===== src/rtl/misr_pkg.sv =====
package misr_pkg;
  localparam int unsigned SIG_W = 4;
  localparam int unsigned CNT_W = 8;
  // taps for x^4 + x^3 + 1: last two stages
  localparam logic [SIG_W-1:0] TAP_MASK = 4'b1100;
  typedef logic [SIG_W-1:0] sig_t;
  typedef logic [CNT_W-1:0] cnt_t;
endpackage


===== src/rtl/misr_reg.sv =====
module misr_reg #(
  parameter int unsigned W = 4,
  parameter logic [W-1:0] TAPS = 4'b1100
) (
  input  logic         clk_i,
  input  logic         rst_ni,
  input  logic         load_i,
  input  logic [W-1:0] seed_i,
  input  logic         step_i,
  input  logic         xnor_i,
  input  logic [W-1:0] data_i,
  output logic [W-1:0] sig_q_o,
  output logic [W-1:0] sig_d_o
);
  logic [W-1:0] sig_q;
  logic         fb;

  assign fb = ^(sig_q & TAPS);

  for (genvar k = 0; k < W; k++) begin : g_stage
    if (k == 0) begin : g_first
      assign sig_d_o[k] = fb ^ data_i[k] ^ xnor_i;
    end else begin : g_rest
      assign sig_d_o[k] = sig_q[k-1] ^ data_i[k] ^ xnor_i;
    end
  end

  always_ff @(posedge clk_i or negedge rst_ni) begin
    if (!rst_ni)     sig_q <= '0;
    else if (load_i) sig_q <= seed_i;
    else if (step_i) sig_q <= sig_d_o;
  end

  assign sig_q_o = sig_q;

  p_seed_load_r2: assert property (@(posedge clk_i) disable iff (!rst_ni)
    load_i |=> sig_q == $past(seed_i));
  p_hold_idle_r5: assert property (@(posedge clk_i) disable iff (!rst_ni)
    (!load_i && !step_i) |=> $stable(sig_q));
endmodule


===== src/rtl/misr_ctrl.sv =====
module misr_ctrl #(
  parameter int unsigned W = 4,
  parameter int unsigned CNT_W = 8
) (
  input  logic             clk_i,
  input  logic             rst_ni,
  input  logic             start_i,
  input  logic             en_i,
  input  logic [CNT_W-1:0] word_cnt_i,
  input  logic [W-1:0]     seed_i,
  input  logic [W-1:0]     golden_i,
  input  logic [W-1:0]     sig_nxt_i,
  output logic             step_o,
  output logic             done_o,
  output logic             pass_o
);
  logic             busy_q, done_q, pass_q, last;
  logic [CNT_W-1:0] cnt_q, tgt_q;
  logic [CNT_W:0]   cnt_inc;

  assign cnt_inc = {1'b0, cnt_q} + 1'b1;
  assign step_o  = busy_q && en_i && !start_i;
  assign last    = step_o && (cnt_inc == {1'b0, tgt_q});

  always_ff @(posedge clk_i or negedge rst_ni) begin
    if (!rst_ni) begin
      busy_q <= 1'b0;
      done_q <= 1'b0;
      pass_q <= 1'b0;
      cnt_q  <= '0;
      tgt_q  <= '0;
    end else if (start_i) begin
      busy_q <= (word_cnt_i != '0);
      done_q <= (word_cnt_i == '0);
      pass_q <= (word_cnt_i == '0) && (seed_i == golden_i);
      cnt_q  <= '0;
      tgt_q  <= word_cnt_i;
    end else begin
      done_q <= last;
      if (step_o) cnt_q <= cnt_inc[CNT_W-1:0];
      if (last) begin
        busy_q <= 1'b0;
        pass_q <= (sig_nxt_i == golden_i);
      end
    end
  end

  assign done_o = done_q;
  assign pass_o = pass_q;

  p_cnt_below_tgt_r6: assert property (@(posedge clk_i) disable iff (!rst_ni)
    busy_q |-> cnt_q < tgt_q);
  p_done_after_run_r6: assert property (@(posedge clk_i) disable iff (!rst_ni)
    done_q |-> !busy_q);
endmodule


===== src/rtl/misr_sig_check.sv =====
module misr_sig_check
  import misr_pkg::*;
(
  input  logic             clk_i,
  input  logic             rst_ni,
  input  logic             start_i,
  input  logic             en_i,
  input  logic [SIG_W-1:0] data_i,
  input  logic [SIG_W-1:0] seed_i,
  input  logic [SIG_W-1:0] golden_i,
  input  logic [CNT_W-1:0] word_cnt_i,
  input  logic             xnor_sel_i,
  output logic [SIG_W-1:0] sig_o,
  output logic             done_o,
  output logic             pass_o
);
  sig_t sig_nxt;
  logic step;

  misr_reg #(.W(SIG_W), .TAPS(TAP_MASK)) u_reg (
    .clk_i   (clk_i),
    .rst_ni  (rst_ni),
    .load_i  (start_i),
    .seed_i  (seed_i),
    .step_i  (step),
    .xnor_i  (xnor_sel_i),
    .data_i  (data_i),
    .sig_q_o (sig_o),
    .sig_d_o (sig_nxt)
  );

  misr_ctrl #(.W(SIG_W), .CNT_W(CNT_W)) u_ctrl (
    .clk_i      (clk_i),
    .rst_ni     (rst_ni),
    .start_i    (start_i),
    .en_i       (en_i),
    .word_cnt_i (word_cnt_i),
    .seed_i     (seed_i),
    .golden_i   (golden_i),
    .sig_nxt_i  (sig_nxt),
    .step_o     (step),
    .done_o     (done_o),
    .pass_o     (pass_o)
  );

  p_pass_moves_r7: assert property (@(posedge clk_i) disable iff (!rst_ni)
    !$stable(pass_o) |-> (done_o || $past(start_i)));
  p_pass_rise_r7: assert property (@(posedge clk_i) disable iff (!rst_ni)
    $rose(pass_o) |-> done_o);
endmodule


===== config.mk =====
export PLATFORM = sky130hd
export DESIGN_NAME = misr_sig_check
export DESIGN_NICKNAME = d
export VERILOG_FILES = /design/src/rtl/misr_pkg.sv /design/src/rtl/misr_reg.sv /design/src/rtl/misr_ctrl.sv /design/src/rtl/misr_sig_check.sv
export SDC_FILE = /design/constraint.sdc
export NUM_CORES = 1
export LEC_CHECK = 0
export ABC_AREA = 1
export BUFFER_PORTS_ARGS = -buffer_cell sky130_fd_sc_hd__buf_2
export CORE_ASPECT_RATIO = 0.9
export CORE_MARGIN = 10
export CORE_UTILIZATION = 45
export DETAILED_ROUTE_END_ITERATION = 12
export PLACE_DENSITY = 0.68
export SLEW_MARGIN = 20
export SYNTH_ARGS = -nofsm -noshare
export SYNTH_HDL_FRONTEND = slang
export SYNTH_SLANG_ARGS = --single-unit

===== constraint.sdc =====
create_clock -name clk_i -period 3.35 [get_ports clk_i]
set_input_delay 0.1675 -clock clk_i [delete_from_list [all_inputs] [get_ports clk_i]]
set_output_delay 0.1675 -clock clk_i [all_outputs]
set_load 0.01 [all_outputs]

# Word level (Yosys, flattened, before mapping)
# Index checks and enable logic that the tools add are counted.
op_classes:
  addsub: 1
  multipliers: 0
  div: 0
  n_lt_le_gt_ge: 0
  n_eq_ne: 3
  n_shift: 0
  n_mux: 9
  n_bitwise: 8
  n_reduce_logical: 10
ops:
  columns: ["operator", "n"]
  rows:
  - ["$mux 8", 2]
  - ["$add 8x1->9 const B", 1]
  - ["$eq 9x8->1", 1]
  - ["$eq 4x4->1", 2]
  - ["$logic_not 8->1", 1]
  - ["$mux 4", 2]
  - ["$reduce_bool 8->1", 1]
  - ["$xor 1x1->1", 8]
  - ["$mux 1", 5]
  - ["$logic_and 1x1->1", 4]
  - ["$reduce_bool 2->1", 2]
  - ["$reduce_xor 4->1", 1]
  - ["$logic_not 1->1", 1]
word_totals:
  register_bits: 23
  latch_bits: 0
  mem_bits_rw: 0
  romBits: 0
  inputBits: 25
  output_inout_bits: 6
  word_cells: 37
  memories: 0

# Logic depth before layout (Yosys ltp)
depth:
  word_depth: 6
  mapped_depth: 13
  depth_no_buf: 13

# By module
# Synthesis repeated with hierarchy kept, for this count alone.
hier_totals:
  hier_cells: 208
  hier_area_um2: 1497.7
modules_own_cells:
  columns: ["mod", "instances", "cells_per_inst", "area_each_um2", "seq_area_each_um2"]
  rows:
  - ["misr_ctrl", 1, 154, 1164.9, 475.5]
  - ["misr_reg", 1, 54, 332.8, 100.1]

# Worst setup path after synthesis
# No wires, ideal clock.
synth_timing:
  kind: "reg2reg"
  start: "reg u_ctrl.cnt_q[0]"
  end: "reg u_ctrl.pass_q, in the netlist u_ctrl.pass_o"
  setup_time_ns: 0.117
  arrival_ns: 1.416
  required_ns: 3.233
  slack_ns: 1.818
  path_stages_with_launch: 10
  path_buffers: 0
  synth_period_minus_slack_ns: 1.532
  path_cell_list: "dfrtp_1 -> ha_1 -> xnor2_1 -> nand3_1 -> nor2_1 -> nand3_2 -> nor2_2 -> nand2_2 -> nand3_1 -> nand2_1"
synth_between:
  elab_chain_cells: 4
synth_lines:
  columns: ["element", "line", "source"]
  rows:
  - ["start, declared", "misr_ctrl.sv:18", "logic [CNT_W-1:0] cnt_q, tgt_q;"]
  - ["start signal, assigned", "misr_ctrl.sv:40", "if (step_o) cnt_q <= cnt_inc[CNT_W-1:0];"]
  - ["$add 8x1->9", "misr_ctrl.sv:21", "assign cnt_inc = {1'b0, cnt_q} + 1'b1;"]
  - ["$eq 9x8->1", "misr_ctrl.sv:23", "assign last = step_o && (cnt_inc == {1'b0, tgt_q});"]
  - ["$logic_and 1x1->1", "misr_ctrl.sv:23", null]
  - ["$reduce_bool 2->1 (no line)", null, null]
  - ["end signal, assigned", "misr_ctrl.sv:35", "pass_q <= (word_cnt_i == '0) && (seed_i == golden_i);"]
  - ["end signal, assigned", "misr_ctrl.sv:43", "pass_q <= (sig_nxt_i == golden_i);"]
  - ["end, declared", "misr_ctrl.sv:17", "logic busy_q, done_q, pass_q, last;"]
# Every way passes these cells.
# A chain may end at the register's enable or synchronous reset.

# Final worst setup path
layout_timing:
  start: "reg u_ctrl.cnt_q[0]"
  end: "reg u_ctrl.busy_q"
layout_between:
  elab_chain_cells: 4
layout_lines:
  columns: ["element", "line", "source"]
  rows:
  - ["$add 8x1->9", "misr_ctrl.sv:21", null]
  - ["$eq 9x8->1", "misr_ctrl.sv:23", null]
  - ["$logic_and 1x1->1", "misr_ctrl.sv:23", null]
  - ["$reduce_bool 2->1 (no line)", null, null]
  - ["end signal, assigned", "misr_ctrl.sv:33", "busy_q <= (word_cnt_i != '0);"]
  - ["end, declared", "misr_ctrl.sv:17", null]
# Every way passes these cells.

==> key figures <==
Yosys
  • Ranking of synthesized cells by area: dfrtp_1 (39%), nand2_1 (19%), nand3_1 (6.8%), inv_1 (4.6%), nor2_1 (3.6%)
  • Synth Area in Adders: less than 1%
  • Post-Syn Nets: between 200 and 250
  • Post-Synth Simple-Gate Area: roughly two fifths
  • Number of synthesis warnings: 0
  • Synth top area share: about two fifths
  • Post-Syn Instances: 207
  • Synth unique cells: 28
  • Most frequent cell after synthesis: nand2_1
  • Largest family of logic cells by synthesized area: simple AND/OR/NAND/NOR gates
  • Complex-gate fraction of the synthesized area: between 8 and 9%
  • Share of flip-flops with an asynchronous set or reset: 100%
  • Commonest cells in the netlist: nand2_1 (75), dfrtp_1 (23), nand3_1 (20), inv_1 (18), nor2_1 (14)
  • Mapped Area: 1470 um2
  • XOR/XNOR Fraction of Synth Area: under 10%
  • Main flop type after synthesis: dfrtp_1
  • Synth Register Bits: 23
  • Number of synthesized flops with an enable pin: 0
  • Mean Syn Cell Area: around 7.1 um2
  • Seq/Total Area, Yosys: 39.1%
  • Mux contribution to synthesized area: 0%
  • Most area-hungry cell type in the Yosys netlist: dfrtp_1

Critical path
  • Worst path cell trace: ha_1, xnor2_1, nand3_1, nor2_1, nand3_2, nor2_2, nand2_2, nand3_1, nand2_1
  • Most used cell, CP: nand3_1
  • Crit path kind: reg2reg
  • Reg-to-reg setup timing slack: 1.62 ns
  • CP max FO: 6
  • CP startpoint kind: register
  • Crit end category: register
  • CP required: around 3.6 ns
  • Worst EP arrival: between 1.5 and 2 ns
  • Critical path's slowest cell: dfrtp_1
  • CP peak stage delay: between 0.4 and 0.5 ns

STA
  • Maximum clock frequency: ~0.58 GHz
  • Slew @ Worst Pin: 0.508 ns
  • Slew headroom: roughly 66%
  • Setup violators final: 0
  • Final worst slack: 1.62 ns
  • RSZ-0062 raised after global routing: no
  • Final Slew Violations: 0
  • Fin. Hold Viols: 0
  • Setup TNS: 0 ns
  • Crit path time final: 1.73 ns
  • Min Hold Slack: 0.0681 ns
  • Tcrit/Tclk final: roughly half
  • Clock Skews: 0.0113 ns

Place
  • I/O Buffers: 30
  • DP HPWL: between 2000 and 3000 um
  • Place WS: between 1.5 and 2 ns
  • Gpl congestion: approximately 0.85

Power and ir drop
  • Switching Share: around 31%
  • Clock Power Share: about 22%
  • Sequential power share: a little over half
  • Combinational share of power: approximately a quarter
  • Pleak: around 0.86 nW
  • P_sw: approximately 0.18 mW
  • Peak supply drop: about 0.00023 V
  • Internal power: approximately 0.4 mW
  • Pwr dens: roughly 340 nW/um2

Outcome
  • Outcome: complete, no violations

Drt
  • Initial detailed-routing violation count: roughly 110
  • Routed vias: 1408
  • Drt pass-1 iters: 5
  • Vias per cell: 5.01
  • Routed WL: around 3700 um
  • Antenna viol nets, final: 0
  • DRC: 0
  • WL/cell: 13.0 um

CTS
  • Clock root cell: clkbuf_4
  • CTS tree: done
  • Htree depth: 1
  • CTS buffer count: 3
  • Hold-fix buffers, CTS: 1
  • Clock latency at the later pin of the worst-skew pair: a little over 0.3 ns
  • Post_cts resized: 0
  • Post CTS Setup Buffer Count: 0
  • Clk buf depth: 2
  • Clock Sinks: 23
  • Worst-path clk slew: roughly 0.13 ns

Cells and area
  • Layout cell share with drive strength beyond 1: approximately 19%
  • Final Util: about 55%
  • Final nets: about 270
  • Area Overhead vs Synth: 15.5%
  • Diodes inserted: 0

Job
  • Max Cap Viol: 0

GRT
  • Initial antenna violation count: 0
  • Largest net degree at the start of global routing: 24
  • First-pass GRT wire length: 6120 um
  • GRT Total Usage: approximately 13%
  • GRT Residual Overflow: 0
  • Vias in the first global route: 1332

Die
  • Chip width: 80.3 um
  • Row cnt: 19
  • Initial Utilization: 47.6%
  • Die span in y: 74.2 um
  • IO Count: 31
  • Die area: 5960 um2
  • Core ar.: a little over 3000 um2

Min path
  • Hold Path Class: in2reg
path summary, 6_finish.rpt:
check,start,end,depth (start not counted)
setup / recovery,u_ctrl.cnt_q[0]$_DFFE_PN0P_,u_ctrl.busy_q$_DFFE_PN0P_,9
hold / removal,word_cnt_i[6],u_ctrl.done_o$_DFF_PN0_,2
setup reg to reg,u_ctrl.cnt_q[0]$_DFFE_PN0P_,u_ctrl.busy_q$_DFFE_PN0P_,9
hold reg to reg,u_ctrl.tgt_q[1]$_DFFE_PN0P_,u_ctrl.tgt_q[1]$_DFFE_PN0P_,2
max in group asynchronous,rst_ni,u_ctrl.tgt_q[2]$_DFFE_PN0P_,2
min in group asynchronous,rst_ni,u_ctrl.cnt_q[6]$_DFFE_PN0P_,2
final cells by class:
| class | count | area (um2) |
|---|---|---|
| sequential | 23 | 576 |
| multi-input combinational | 162 | 810 |
| clock buffer | 3 | 22.5 |
| timing repair buffer | 31 | 160 |
| inverter | 19 | 72.6 |
| clock inverter | 1 | 5.00 |
| tap | 42 | 52.6 |
| fill | 305 | 1390 |
power by group through the flow:
stage | sequential [mW] | clock, mW | combinational (mW)
after CTS | 0.311 | 0.135 | 0.137
final | 0.311 | 0.128 | 0.136
after floorplan | 0.317 | 0 | 0.0805
after global routing | 0.314 | 0.150 | 0.155
after detailed placement | 0.316 | 0 | 0.135
after global placement | 0.316 | 0 | 0.135
cells in the final DEF (no fill, tap or decap), types with 2 or more instances in the layout:
| cell type | n |
|---|---|
| nand2_1 | 75 |
| buf_2 | 30 |
| dfrtp_1 | 23 |
| nand3_1 | 20 |
| inv_1 | 18 |
| nor2_1 | 14 |
| o21ai_0 | 10 |
| xor2_1 | 5 |
| xnor2_1 | 5 |
| nand4_1 | 4 |
| o22ai_1 | 4 |
| nand2_2 | 3 |
| nor2_2 | 3 |
| o211ai_1 | 3 |
| nand3b_1 | 3 |
| clkbuf_4 | 3 |
| nand3_2 | 2 |
| clkinv_2 | 2 |
| or2_1 | 2 |
sequential cells by signal, summed over array words and instances, names as in the netlist:
name	flops
u_ctrl.cnt_q	8
u_ctrl.tgt_q	8
u_reg.sig_q_o	4
u_ctrl.busy_q	1
u_ctrl.done_o	1
u_ctrl.pass_o	1
logic make-up (layout without fill, tap and decap cells):
family / Yosys count / after routing
AND/OR/NAND/NOR: 131 / 131
adder cells (fa/ha/maj): 1 / 1
buffers and inverters: 22 / 54
XOR/XNOR: 10 / 10
AO/OA/AOI/OAI: 20 / 20
flip-flops: 23 / 23
per-layer routing:
layer  vias to the layer above  track usage (%)  routed length [um]
met2                        29             18.7                1680
met4                         0             2.73                  13
met1                       642             18.2                1800
met5                         -                0                   0
li1                        735                -                   -
met3                         2             3.49                 161
critical path, delay by kind of cell (launching register included):
family | cells | cell delay (ns)
DFF | 1 | 0.47
and+or+nand+nor | 7 | 0.64
xor gates and xnor gates | 1 | 0.16
adders and majority gates | 1 | 0.35
per-stage QoR:
step | power [mW] | cell area, um2 | std cells
final | 0.574 | 1700 | 281
after global placement | 0.452 | 1660 | 276
after global routing | 0.619 | 1700 | 281
after detailed placement | 0.452 | 1660 | 276
after CTS | 0.584 | 1700 | 281
after floorplan | 0.397 | 1470 | 207
(Power assumes the default switching activity.)
